`src/rtl/irqagg_pkg.sv`:
```
// Shared definitions for the interrupt aggregator.
// Assumes a fixed map of eight word registers, so three address bits.
package irqagg_pkg;

    localparam int REG_AW = 3;

    // Register offsets; the order is a layout choice only.
    typedef enum logic [REG_AW-1:0] {
        RA_MASK      = 3'd0,
        RA_MASK_SET  = 3'd1,
        RA_MASK_CLR  = 3'd2,
        RA_PEND_CLR  = 3'd3,
        RA_ACK       = 3'd4,
        RA_SWTRIG    = 3'd5,
        RA_MASKED    = 3'd6,
        RA_RAW       = 3'd7
    } reg_addr_e;

    // One-hot write intents decoded from a register write.
    typedef struct packed {
        logic mask_set;
        logic mask_clr;
        logic pend_clr;
        logic swtrig;
    } wr_strobe_t;

endpackage

```
`src/rtl/irqagg_regdec.sv`:
```
// Write decoder: turns a register write into per-function bit vectors.
// Assumes at most one write per cycle; read-only offsets decode to nothing.
module irqagg_regdec #(
    parameter int NSRC = 32
) (
    input  logic                            wr_en,
    input  logic [irqagg_pkg::REG_AW-1:0]   wr_addr,
    input  logic [NSRC-1:0]                 wr_data,
    output logic [NSRC-1:0]                 set_mask_v,
    output logic [NSRC-1:0]                 clr_mask_v,
    output logic [NSRC-1:0]                 clr_pend_v,
    output logic [NSRC-1:0]                 trig_v
);
    import irqagg_pkg::*;

    wr_strobe_t stb;

    // Decode the write offset into one strobe per alias.
    always_comb begin
        stb = '0;
        if (wr_en) begin
            case (reg_addr_e'(wr_addr))
                RA_MASK_SET: stb.mask_set = 1'b1;
                RA_MASK_CLR: stb.mask_clr = 1'b1;
                RA_PEND_CLR,
                RA_ACK:      stb.pend_clr = 1'b1;
                RA_SWTRIG:   stb.swtrig   = 1'b1;
                default:     stb = '0;
            endcase
        end
    end

    // Gate the write data by each strobe to form per-bit commands.
    always_comb begin
        set_mask_v = stb.mask_set ? wr_data : '0;
        clr_mask_v = stb.mask_clr ? wr_data : '0;
        clr_pend_v = stb.pend_clr ? wr_data : '0;
        trig_v     = stb.swtrig   ? wr_data : '0;
    end

endmodule

```
`src/rtl/irqagg_mask_reg.sv`:
```
// Mask register, changed only by write-one set and clear vectors.
// A bit of 1 blocks its source. Assumes set and clear never overlap in a cycle.
module irqagg_mask_reg #(
    parameter int NSRC = 32
) (
    input  logic            clk,
    input  logic            rst_n,
    input  logic [NSRC-1:0] set_v,
    input  logic [NSRC-1:0] clr_v,
    output logic [NSRC-1:0] mask_q
);

    // Hold the mask; reset blocks every source.
    always_ff @(posedge clk) begin
        if (!rst_n) begin
            mask_q <= '1;
        end else begin
            mask_q <= (mask_q | set_v) & ~clr_v;
        end
    end

endmodule

```
`src/rtl/irqagg_status_bank.sv`:
```
// Sticky pending bits, one cell per source.
// A hardware event or a software trigger sets a bit; a clear resets it.
// When a set and a clear meet in one cycle, the set takes priority.
module irqagg_status_bank #(
    parameter int NSRC = 32
) (
    input  logic            clk,
    input  logic            rst_n,
    input  logic [NSRC-1:0] evt_v,
    input  logic [NSRC-1:0] trig_v,
    input  logic [NSRC-1:0] clr_v,
    output logic [NSRC-1:0] raw_q
);

    for (genvar i = 0; i < NSRC; i++) begin : g_cell
        // Update one pending bit; a set outranks a clear.
        always_ff @(posedge clk) begin
            if (!rst_n) begin
                raw_q[i] <= 1'b0;
            end else if (evt_v[i] || trig_v[i]) begin
                raw_q[i] <= 1'b1;
            end else if (clr_v[i]) begin
                raw_q[i] <= 1'b0;
            end
        end
    end

endmodule

```
`src/rtl/irqagg_readmux.sv`:
```
// Read port: selects one register view by offset, with no side effects.
// The write-only aliases read back as zero.
module irqagg_readmux #(
    parameter int NSRC = 32
) (
    input  logic [irqagg_pkg::REG_AW-1:0]   rd_addr,
    input  logic [NSRC-1:0]                 mask_q,
    input  logic [NSRC-1:0]                 masked_v,
    input  logic [NSRC-1:0]                 raw_q,
    output logic [NSRC-1:0]                 rd_data
);
    import irqagg_pkg::*;

    // Select the read view for the requested offset.
    always_comb begin
        case (reg_addr_e'(rd_addr))
            RA_MASK:   rd_data = mask_q;
            RA_MASKED: rd_data = masked_v;
            RA_RAW:    rd_data = raw_q;
            default:   rd_data = '0;
        endcase
    end

endmodule

```
`src/rtl/irq_aggregator.sv`:
```
// Interrupt aggregator top: write decode, mask, pending bank and read mux.
// Assumes src_evt carries single-cycle pulses, already synchronous to clk.
module irq_aggregator #(
    parameter int NSRC = 32
) (
    input  logic                            clk,
    input  logic                            rst_n,
    input  logic [NSRC-1:0]                 src_evt,
    input  logic                            wr_en,
    input  logic [irqagg_pkg::REG_AW-1:0]   wr_addr,
    input  logic [NSRC-1:0]                 wr_data,
    input  logic [irqagg_pkg::REG_AW-1:0]   rd_addr,
    output logic [NSRC-1:0]                 rd_data,
    output logic                            irq
);

    logic [NSRC-1:0] set_mask_v;
    logic [NSRC-1:0] clr_mask_v;
    logic [NSRC-1:0] clr_pend_v;
    logic [NSRC-1:0] trig_v;
    logic [NSRC-1:0] mask_q;
    logic [NSRC-1:0] raw_q;
    logic [NSRC-1:0] masked_v;

    irqagg_regdec #(.NSRC(NSRC)) u_dec (
        .wr_en      (wr_en),
        .wr_addr    (wr_addr),
        .wr_data    (wr_data),
        .set_mask_v (set_mask_v),
        .clr_mask_v (clr_mask_v),
        .clr_pend_v (clr_pend_v),
        .trig_v     (trig_v)
    );

    irqagg_mask_reg #(.NSRC(NSRC)) u_mask (
        .clk    (clk),
        .rst_n  (rst_n),
        .set_v  (set_mask_v),
        .clr_v  (clr_mask_v),
        .mask_q (mask_q)
    );

    irqagg_status_bank #(.NSRC(NSRC)) u_bank (
        .clk    (clk),
        .rst_n  (rst_n),
        .evt_v  (src_evt),
        .trig_v (trig_v),
        .clr_v  (clr_pend_v),
        .raw_q  (raw_q)
    );

    // Combine the pending bits with the mask and reduce them to the request line.
    always_comb begin
        masked_v = raw_q & ~mask_q;
        irq      = |masked_v;
    end

    irqagg_readmux #(.NSRC(NSRC)) u_rd (
        .rd_addr  (rd_addr),
        .mask_q   (mask_q),
        .masked_v (masked_v),
        .raw_q    (raw_q),
        .rd_data  (rd_data)
    );

endmodule

```
`config.mk`:
```
export PLATFORM = sky130hd
export DESIGN_NAME = irq_aggregator
export DESIGN_NICKNAME = d
export VERILOG_FILES = /design/src/rtl/irqagg_pkg.sv /design/src/rtl/irqagg_regdec.sv /design/src/rtl/irqagg_mask_reg.sv /design/src/rtl/irqagg_status_bank.sv /design/src/rtl/irqagg_readmux.sv /design/src/rtl/irq_aggregator.sv
export SDC_FILE = /design/constraint.sdc
export NUM_CORES = 1
export LEC_CHECK = 0
export ABC_AREA = 1
export ABC_CLOCK_PERIOD_IN_PS = 1500
export BUFFER_PORTS_ARGS = -buffer_cell sky130_fd_sc_hd__buf_2
export CORE_MARGIN = 1.5
export CORE_UTILIZATION = 50
export CTS_CLUSTER_SIZE = 28
export DETAILED_ROUTE_END_ITERATION = 10
export GPL_TIMING_DRIVEN = 0
export PLACE_DENSITY = 0.75
export SLEW_MARGIN = 20
export SYNTH_ARGS = -nofsm -noshare
export SYNTH_HDL_FRONTEND = slang
export SYNTH_HIERARCHICAL = 1
export SYNTH_SLANG_ARGS = --single-unit
```
`constraint.sdc`:
```
create_clock -name clk -period 1.5 [get_ports clk]
set_clock_uncertainty 0.05 [all_clocks]
set_input_delay 0.225 -clock clk [delete_from_list [all_inputs] [get_ports clk]]
set_output_delay 0.225 -clock clk [all_outputs]
set_load 0.01 [all_outputs]
```
=== After elaboration in Yosys (flattened, before gate mapping) ===
Index checks and enable logic that the tools add are counted.

* Bits in registers: 64
* Bits in latches: 0
* Memory bits (writable): 0
* Bits in read-only memories: 0
* Output and inout port bits: 33
* Logic and storage cells: 186
* Memories: 0

* Add/sub/neg operators: 0
* Multipliers: 0
* Div/mod/pow operators: 0
* Magnitude comparators: 0
* Eq/ne operators: 7
* Shift-type cells: 0
* Mux-type cells: 74
* Bitwise gates (word level): 5
* Reduce and logical (&&, ||, !) cells: 67

{| class="wikitable"
|+ Operators by type and width
! operator !! count
|-
| $mux 32 || 4
|-
| $pmux 32 s3 || 1
|-
| $mux 1 || 68
|-
| $and 32x32->32 || 2
|-
| $not 32->32 || 2
|-
| $reduce_bool 2->1 || 32
|-
| $logic_or 1x1->1 || 32
|-
| $or 32x32->32 || 1
|-
| $reduce_or 32->1 || 1
|-
| $eq 3x3->1 const B || 4
|-
| $eq 3x2->1 const B || 2
|-
| $mux 4 || 1
|-
| $eq 3x1->1 const B || 1
|-
| $logic_not 3->1 || 1
|-
| $reduce_or 2->1 || 1
|}

=== Depth between registers and ports, before layout ===
Gate-level depths: netlist of run 1.

* Depth after elaboration: 7
* Gate-level depth with buffers: 8
* Mapped depth without buffers: 7

=== By module ===
Netlist of run 1, hierarchy kept.

{| class="wikitable"
|+ Modules (own cells, without submodules)
! module !! instances !! cells each !! area each (sq um) !! seq. area each (sq um)
|-
| irqagg_status_bank || 1 || 164 || 1311.3 || 640.6
|-
| irqagg_mask_reg || 1 || 131 || 1074.8 || 640.6
|-
| irqagg_readmux || 1 || 158 || 987.2 || 0.0
|-
| irqagg_regdec || 1 || 186 || 795.8 || 0.0
|-
| irq_aggregator || 1 || 127 || 489.2 || 0.0
|}

=== Least setup slack after synthesis of run 1 ===
Ideal clock, no wire load.

* Path type: input port to output port
* Start: in rd_addr[0] (netlist bit)
* End: out rd_data[0]
* Arrival time: 811 ps
* Path slack: 414 ps
* Cell stages on the path: 5
* Buffers on the path: 2
* Path through: buf_6 -> nor2_4 -> buf_4 -> nand3_1 -> nand3_1

* Word-level cells in the longest chain between the ends: 2

{| class="wikitable"
|+ Ends and longest elaborated chain
! what !! RTL line !! text
|-
| from (decl) || irq_aggregator.sv:12 || <nowiki>input logic [irqagg_pkg::REG_AW-1:0] rd_addr,</nowiki>
|-
| $eq 3x3->1 or $logic_not 3->1 (tied branches) || irqagg_readmux.sv:16 || <nowiki>case (reg_addr_e'(rd_addr))</nowiki>
|-
| $pmux 32 s3 (*) || irqagg_readmux.sv:16 ||
|-
| to (decl) || irq_aggregator.sv:13 || <nowiki>output logic [NSRC-1:0] rd_data,</nowiki>
|}

Mark *: on every way between the ends. The rest lies on a longest branch, timed or not.

=== Final worst setup path of run 1 ===
* Start: reg u_mask.mask_q[10]
* End: out irq

* Word-level cells in the longest chain between the ends: 3

{| class="wikitable"
|+ Ends and longest elaborated chain
! what !! RTL line !! text
|-
| from (decl) || irqagg_mask_reg.sv:10 || <nowiki>output logic [NSRC-1:0] mask_q</nowiki>
|-
| from (signal assigned) || irqagg_mask_reg.sv:18 || <nowiki>mask_q <= (mask_q | set_v) & ~clr_v;</nowiki>
|-
| $not 32->32 || irq_aggregator.sv:54 || <nowiki>masked_v = raw_q & ~mask_q;</nowiki>
|-
| $and 32x32->32 || irq_aggregator.sv:54 ||
|-
| $reduce_or 32->1 || irq_aggregator.sv:55 || <nowiki>irq = |masked_v;</nowiki>
|-
| to (decl) || irq_aggregator.sv:14 || <nowiki>output logic irq</nowiki>
|}

Every way passes these cells.

==> results.yml, run 1 <==
global_route:
  grt-busiest-layer: "met2"
  grt_pass1_wl_um: 23400
  grt_start_max_net_pins: 11
  met2_usage: 0.518
  grt_overflow: 0
  gr-usage-met3: 0.0457
  grtUsageMet1: 0.372
  grt_pass1_vias: 4947
  antenna_found_initial: 0
  grt_usage: 0.301
drt:
  drt_wl_total_um: 15000
  ant_nets: 0
  drc: 0
  wl_per_cell_um: 14.8
  drt_iter0_markers: 356
  dr_total_vias: 5390
  vias_per_cell: 5.34
  dr.pass1.iters: 5
final_layout:
  finalNonFillerCells: 1009
  fill_cells: 883
  ff_latch_area_um2: 1360
  layout-drive-gt1-share: 0.361
  final_common_cell: "inv_1"
  finish.utilization: 0.630
  finalNetCount: 966
  multi_input_area_um2: 2420
  area_growth_syn_to_layout_pct: 23.9
  antenna_cells: 0
  layout_common_cells: "inv_1, nor2_1, buf_2"
cts:
  cts.sinks: 64
  cts.clk_slew.worst_paths_ps: 80
  clock-root-buffer: "clkbuf_8"
  cts_tree: "done"
  cts_buffer_depth: 2
  h-tree-depth: 3
  cts_hold_buffers: 0
  clk_latency_ps: 360
  cts_made_buffers: 9
sta:
  fin_ws_ps: -182
  finalHoldViolations: 0
  max_slew_margin: 0.793
  tightest_slew_ps: 310
  slew_violations: 0
  max_freq_mhz: 594
  final.min_clock_period_ps: 1680
  setup_viol: 3
  finalCritPeriodShare: 1.12
  whs_ps: 65.6
  rsz0062_at_grt: "yes"
logic_synthesis:
  ys_ff_latch: 64
  synthesis.area_um2: 4660
  yosysUniqueCellTypes: 21
  syn-num-nets: 839
  synthCells: 766
  avgSynthCellArea_um2: 6.08
  yosysWarnings: 6
  ys_seq_area_frac: 0.275
floorplan:
  dieArea_um2: 9900
  fp.dieW_um: 99.5
  start_util: 0.509
  ios: 106
  core_um2: 9150
  row_count: 35
  die-height_um: 99.5
placed_design:
  port_buffers: 104
  place.gp.congestion: 0.924
  dp.cells: 981
  place_hpwl_um: 10500
status:
  violations: "setup timing"
  status: "finished with violations"
min_path:
  worstHoldEndpoint: "u_bank/raw_q[9]$_SDFFE_PN0P_"
  min_delay_path_depth: 3
  hp-class: "in2reg"
  min_from: "src_evt[9]"
critical_path:
  r2r_end: "u_mask/mask_q[7]$_SDFF_PN1_"
  max_stage_delay_ps: 340
  crit_top_cell: "nand2_1"
  worstSetupPathType: "reg2out"
  cp-end-kind: "output port"
  crit_family: "simple AND/OR/NAND/NOR gates"
  required_ps: 1220
  rrSetupSlack_ps: 640
  crit_slowest_cell: "dfxtp_2"
  critPathBufInv: 2
  crit_path_cell_trace: "inv_2 -> nand2_2 -> nand2_1 -> nor2_1 -> nand2_1 -> nor2_1 -> nand2_1 -> buf_2"
  arrival_ps: 1410
  rr_startpoint: "u_mask/mask_q[7]$_SDFF_PN1_"
  crit_path_start_kind: "flip-flop"
  worstPathMaxFanout: 2
  reg2reg_depth: 3
power_and_ir_drop:
  power.leakage_nw: 3.25
  powerDensity_nw_per_um2: 763
  peakVddDrop_uv: 478
job:
  max_cap_violations: 0
-- area by class of cell --
cell class                      instances  area share
Sequential cell                        64       0.235
Multi-Input combinational cell        488       0.420
Clock inverter                          3     0.00694
Tap cell                              111      0.0241
Buffer                                 48      0.0679
Clock buffer                           13      0.0275
Timing Repair Buffer                  116       0.111
Inverter                              166       0.108
-- per-stage QoR --
step | instance area [µm²] | setup slack (ps) | TNS [ps] | power [mW]
6_report | 5770 | -182 | -229 | 4.40
5_1_grt | 5770 | -283 | -513 | 4.58
4_1_cts | 5590 | -166 | -193 | 4.35
3_5_place_dp | 5320 | 40.4 | 0 | 2.79
3_3_place_gp | 5320 | 106 | 0 | 2.76
2_1_floorplan | 4660 | 414 | 0 | 2.45
-- tightest hold or removal path: cells and delay by family --
| family | cells | cell delay [ps] |
|---|---|---|
| AO/OA/AOI/OAI | 1 | 110 |
| buffers and inverters | 1 | 70 |
| AND/OR/NAND/NOR | 1 | 40 |
-- metal layers --
| layer | wire length [µm] | vias to the layer above | share of wire |
|---|---|---|---|
| met2 | 7190 | 245 | 0.48 |
| met3 | 1020 | 47 | 0.068 |
| met1 | 6290 | 2437 | 0.42 |
| met5 | 0 | - | 0 |
| li1 | - | 2661 | - |
| met4 | 460 | 0 | 0.031 |
-- flip-flops by register name (all words and copies together) (netlist names) --
name / cells
u_bank/raw_q: 32
u_mask/mask_q: 32
-- kinds of logic after synthesis --
family                 after synthesis  share of synthesized area
AND/OR/NAND/NOR                    424                      0.414
flip-flops                          64                      0.275
AO/OA/AOI/OAI                       64                     0.0929
buffers and inverters              214                      0.218
-- report_power, final --
part | switching (mW) | internal, mW | total [mW] | leakage, nW
combinational | 0.574 | 0.363 | 0.936 | 2.63
sequential | 0.0846 | 1.80 | 1.88 | 0.521
clock | 0.725 | 0.856 | 1.58 | 0.103
-- Yosys cell counts, drive strengths merged --
cell | n | area (µm²)
a21oi | 32 | 273
buf | 47 | 384
clkbuf | 1 | 7.51
dfxtp | 64 | 1280
inv | 166 | 623
nand2 | 122 | 473
nand3 | 64 | 325
nand4 | 67 | 432
nor2 | 139 | 529
nor3 | 32 | 170
o21ai | 32 | 160
-- worst max path at each step --
stage                                  from                      endpoint  slack (ps)  depth (start not counted)
5_1_grt        u_mask/mask_q[31]$_SDFF_PN1_                           irq        -280                          8
3_3_place_gp                     wr_addr[2]  u_mask/mask_q[19]$_SDFF_PN1_         110                          8
2_1_floorplan                    rd_addr[0]                    rd_data[0]         410                          5
6_report       u_mask/mask_q[10]$_SDFF_PN1_                           irq        -180                          8
4_1_cts        u_mask/mask_q[15]$_SDFF_PN1_                           irq        -170                          8
3_5_place_dp                     wr_addr[2]  u_mask/mask_q[18]$_SDFF_PN1_          40                          8
-- what timing repair did --
action                     4_1_cts  5_1_grt
pin swaps                       10       31
setup buffers                    5        7
setup endpoints to repair       11       29
resized for setup               32       76
Power figures use the tool's default switching activity.
==> run 2: changes to the inputs <==
CORE_MARGIN = unset   (was 1.5)
==> results.yml, run 2 (same netlist as run 1, synthesis figures left out) <==
cts:
  cts_made_buffers: 9
  cts_buffer_depth: 2
  cts_tree: "done"
  clk_latency_ps: 350
  cts.sinks: 64
  clock-root-buffer: "clkbuf_8"
  h-tree-depth: 3
  cts_hold_buffers: 0
  cts.clk_slew.worst_paths_ps: 80
placed_design:
  pre_cts_ws_ps: 47.0
  place.gp.congestion: 0.942
  place_hpwl_um: 10500
  dpl-instance-area_um2: 5310
  port_buffers: 104
final_layout:
  antenna_cells: 0
  finalNetCount: 970
  area_growth_syn_to_layout_pct: 24.4
  final_area_um2: 5800
  finish.utilization: 0.652
  layout_common_cells: "inv_1, nor2_1, buf_2"
  layout-drive-gt1-share: 0.360
  top_regs: "u_bank/raw_q (32), u_mask/mask_q (32)"
  final_common_cell: "inv_1"
drt:
  vias_per_cell: 5.41
  dr.pass1.iters: 8
  ant_nets: 0
  drt_iter0_markers: 454
  drc: 6
  drt_wl_total_um: 15100
  wl_per_cell_um: 15.0
  dr_total_vias: 5461
min_path:
  hp-class: "in2reg"
critical_path:
  worstPathMaxFanout: 2
  crit_path_start_kind: "flip-flop"
  cp-end-kind: "output port"
  max_stage_delay_ps: 350
  crit_slowest_cell: "dfxtp_2"
  worstSetupPathType: "reg2out"
  required_ps: 1220
  arrival_ps: 1390
  crit_path_cell_trace: "inv_2 -> nand2_2 -> nand2_1 -> nor2_1 -> nand2_1 -> nor2_1 -> nand2_1 -> buf_2"
  crit_top_cell: "nand2_1"
global_route:
  antenna_found_initial: 0
  grt_start_max_net_pins: 11
  grt_pass1_vias: 5104
  grt_overflow: 0
  grt_usage: 0.315
  grt_pass1_wl_um: 24200
sta:
  setup_viol: 1
  tns_ps: -164
  finalHoldViolations: 0
  tightest_slew_ps: 297
  max_freq_mhz: 601
  max_slew_margin: 0.801
  whs_ps: 72.0
  finalCritPeriodShare: 1.11
  final.min_clock_period_ps: 1660
  rsz0062_at_grt: "yes"
  fin_ws_ps: -164
  slew_violations: 0
floorplan:
  start_util: 0.524
  ios: 106
  row_count: 34
  die-height_um: 98.5
  core_um2: 8890
  fp.dieW_um: 98.5
  dieArea_um2: 9710
status:
  status: "finished with violations"
  violations: "DRC, setup timing"
job:
  max_cap_violations: 0
power_and_ir_drop:
  peakVddDrop_uv: 435
  powerDensity_nw_per_um2: 742
  power.leakage_nw: 3.28
[run 2: cell types whose count changed in the layout (fill, tap and decap cells not counted), moves of 2 or more]
cell	before	now
buf_2	119	117
buf_4	22	27
clkbuf_8	11	9
dfxtp_1	6	4
inv_1	139	146
inv_2	27	20
nand2_1	100	102
nand3_1	60	58
nand3_2	4	6
nor2_1	138	135
nor2_2	0	3
[run 2: critical path, delay by kind of cell, from the launching register on]
family	cells	cell delay, ps
buffers and inverters	2	180
flip-flops	1	350
AND/OR/NAND/NOR	6	510
[run 2: layer usage]
metal | track usage | part of all wire
met5 | 0 | 0
met4 | 0.141 | 0.026
met3 | 0.0511 | 0.085
met2 | 0.545 | 0.48
met1 | 0.386 | 0.41
[run 2: cell type report]
type	count	area [µm²]
plain buffers	48	394
multi-input cells	488	2430
fillers	841	3100
repair buffers	120	672
clock inverters	4	45.0
clock buffers	12	135
flip-flops and latches	64	1360
inverters	166	623
well taps	108	135
[run 2: path summary, 6_finish.rpt]
check / start / slack (ps) / endpoint / depth (start not counted)
setup / recovery: u_mask/mask_q[8]$_SDFF_PN1_ / -160 / irq / 8
hold / removal: src_evt[2] / 70 / u_bank/raw_q[2]$_SDFFE_PN0P_ / 3
setup reg to reg: u_mask/mask_q[8]$_SDFF_PN1_ / 640 / u_mask/mask_q[8]$_SDFF_PN1_ / 3
hold reg to reg: u_mask/mask_q[17]$_SDFF_PN1_ / 430 / u_mask/mask_q[17]$_SDFF_PN1_ / 2
[run 2: power breakdown]
part | internal [mW] | switching, mW
Combinational | 0.376 | 0.582
Sequential | 1.80 | 0.0800
Clock | 0.762 | 0.702
Total | 2.94 | 1.36
[run 2: metrics by stage]
stage | instances | total power [mW]
floorplan | 766 | 2.45
global placement | 978 | 2.76
detailed placement | 978 | 2.79
CTS | 998 | 4.24
global route | 1010 | 4.49
finish | 1010 | 4.30
[run 2: what timing repair did]
item | 4_1_cts | 5_1_grt
pin swaps | 3 | 34
gates cloned | 0 | 0
setup endpoints to repair | 9 | 32
setup buffers | 4 | 12
resized for setup | 20 | 87
==> run 3: changes to the inputs <==
PLACE_DENSITY = 0.76   (was 0.75)
==> results.yml, run 3 (same netlist as run 1, synthesis figures left out) <==
cts:
  cts_buffer_depth: 2
  cts_made_buffers: 9
  cts_tree: "done"
  h-tree-depth: 3
  cts_hold_buffers: 0
  cts.clk_slew.worst_paths_ps: 70
  clk_latency_ps: 350
  clock-root-buffer: "clkbuf_8"
  cts.sinks: 64
sta:
  fin_ws_ps: -145
  max_slew_margin: 0.803
  final.min_clock_period_ps: 1640
  whs_ps: 70.0
  rsz0062_at_grt: "yes"
  tightest_slew_ps: 295
  slew_violations: 0
  max_freq_mhz: 608
  finalHoldViolations: 0
  setup_viol: 2
  finalCritPeriodShare: 1.10
status:
  violations: "DRC, setup timing"
  status: "finished with violations"
critical_path:
  max_stage_delay_ps: 340
  rrSetupSlack_ps: 640
  crit_path_start_kind: "flip-flop"
  reg2reg_depth: 3
  worstSetupPathType: "reg2out"
  cp-end-kind: "output port"
  crit_slowest_cell: "dfxtp_2"
  crit_path_cell_trace: "inv_2 -> nand2_2 -> nand2_1 -> nor2_2 -> nand2_2 -> nor2_2 -> nand2_1 -> buf_2"
  worstPathMaxFanout: 2
  required_ps: 1220
  rr_startpoint: "u_mask/mask_q[15]$_SDFF_PN1_"
  r2r_end: "u_mask/mask_q[15]$_SDFF_PN1_"
  arrival_ps: 1370
min_path:
  hp-class: "in2reg"
  min_from: "src_evt[2]"
  worstHoldEndpoint: "u_bank/raw_q[2]$_SDFFE_PN0P_"
  min_delay_path_depth: 3
global_route:
  grt_pass1_wl_um: 23500
  grt_overflow: 0
  grt_usage: 0.305
  grt_pass1_vias: 4975
  grt_start_max_net_pins: 11
  antenna_found_initial: 0
final_layout:
  antenna_cells: 0
  area_growth_syn_to_layout_pct: 24.4
  finish.utilization: 0.652
  top_regs: "u_bank/raw_q (32), u_mask/mask_q (32)"
  final_area_um2: 5800
  final_common_cell: "inv_1"
  finalNetCount: 966
  multi_input_area_um2: 2430
  fill_cells: 818
  layout_common_cells: "inv_1, nor2_1, buf_2"
  ff_latch_area_um2: 1360
  layout-drive-gt1-share: 0.357
drt:
  ant_nets: 0
  dr_total_vias: 5393
  drt_iter0_markers: 470
  drt_wl_total_um: 14900
  wl_per_cell_um: 14.8
  dr.pass1.iters: 11
  drc: 4
  vias_per_cell: 5.36
power_and_ir_drop:
  powerDensity_nw_per_um2: 790
  p_sw_mw: 1.34
  switching_share: 0.293
  pwr-share-comb: 0.204
  power_mw: 4.58
  p_int_mw: 3.24
  seqPwrFrac: 0.411
  clkPwrFrac: 0.384
  peakVddDrop_uv: 445
  power.leakage_nw: 3.28
floorplan:
  row_count: 34
  ios: 106
  fp.dieW_um: 98.5
  start_util: 0.524
  dieArea_um2: 9710
  die-height_um: 98.5
  core_um2: 8890
placed_design:
  pre_cts_ws_ps: 18.4
  place.gp.congestion: 0.929
  port_buffers: 104
  place_hpwl_um: 10400
  dpl-instance-area_um2: 5310
job:
  max_cap_violations: 0
-- run 3: cell count changes in the layout (fill, tap and decap cells not counted), sizes merged --
cell	before	now
buf	166	162
bufinv	1	2
clkbuf	14	16
clkinv	3	0
-- run 3: how the worst max path moves through the flow --
stage / start / cells past startpoint / to
after CTS: u_mask/mask_q[10]$_SDFF_PN1_ / 8 / irq
after detailed placement: wr_addr[2] / 8 / u_mask/mask_q[18]$_SDFF_PN1_
final: u_mask/mask_q[9]$_SDFF_PN1_ / 8 / irq
after global routing: u_mask/mask_q[3]$_SDFF_PN1_ / 8 / irq
after floorplan: rd_addr[0] / 5 / rd_data[0]
after global placement: wr_addr[2] / 8 / u_mask/mask_q[18]$_SDFF_PN1_
-- run 3: repair_timing --
| item | CTS | global route |
|---|---|---|
| cloned | 0 | 0 |
| buffers inserted | 4 | 8 |
| endpoints found under the setup margin | 8 | 30 |
| pin swaps | 6 | 28 |
| resized for setup | 26 | 75 |
-- run 3: power by group through the flow --
stage | sequential (mW) | combinational [mW] | clock [mW]
floorplan | 1.87 | 0.577 | 0
global placement | 1.90 | 0.863 | 0
detailed placement | 1.90 | 0.889 | 0
CTS | 1.86 | 0.898 | 1.77
global route | 1.89 | 1.02 | 1.84
finish | 1.88 | 0.935 | 1.76
-- run 3: through the flow --
stage	TNS, ps	instances
floorplan	0	766
global placement	0	978
detailed placement	0	978
CTS	-164	998
global route	-326	1006
finish	-145	1006
-- run 3: layer usage --
| layer | share of wire | GRT usage | routed length [µm] |
|---|---|---|---|
| met3 | 0.079 | 0.0482 | 1170 |
| met1 | 0.40 | 0.376 | 6000 |
| met5 | 0 | 0 | 0 |
| met2 | 0.50 | 0.538 | 7400 |
| met4 | 0.022 | 0.110 | 327 |
-- run 3: cell type report --
cell class              count  area share
multi-input cells         488       0.420
clock inverters             2      0.0104
plain buffers              48      0.0680
repair buffers            116       0.107
inverters                 166       0.107
flip-flops and latches     64       0.234
clock buffers              14      0.0298
well taps                 108      0.0233
-- run 3: worst max-delay path: cells and delay by family (launching register included) --
| family | cells | cell delay [ps] |
|---|---|---|
| and+or+nand+nor | 6 | 500 |
| DFF | 1 | 340 |
| buffers and inverters | 2 | 170 |
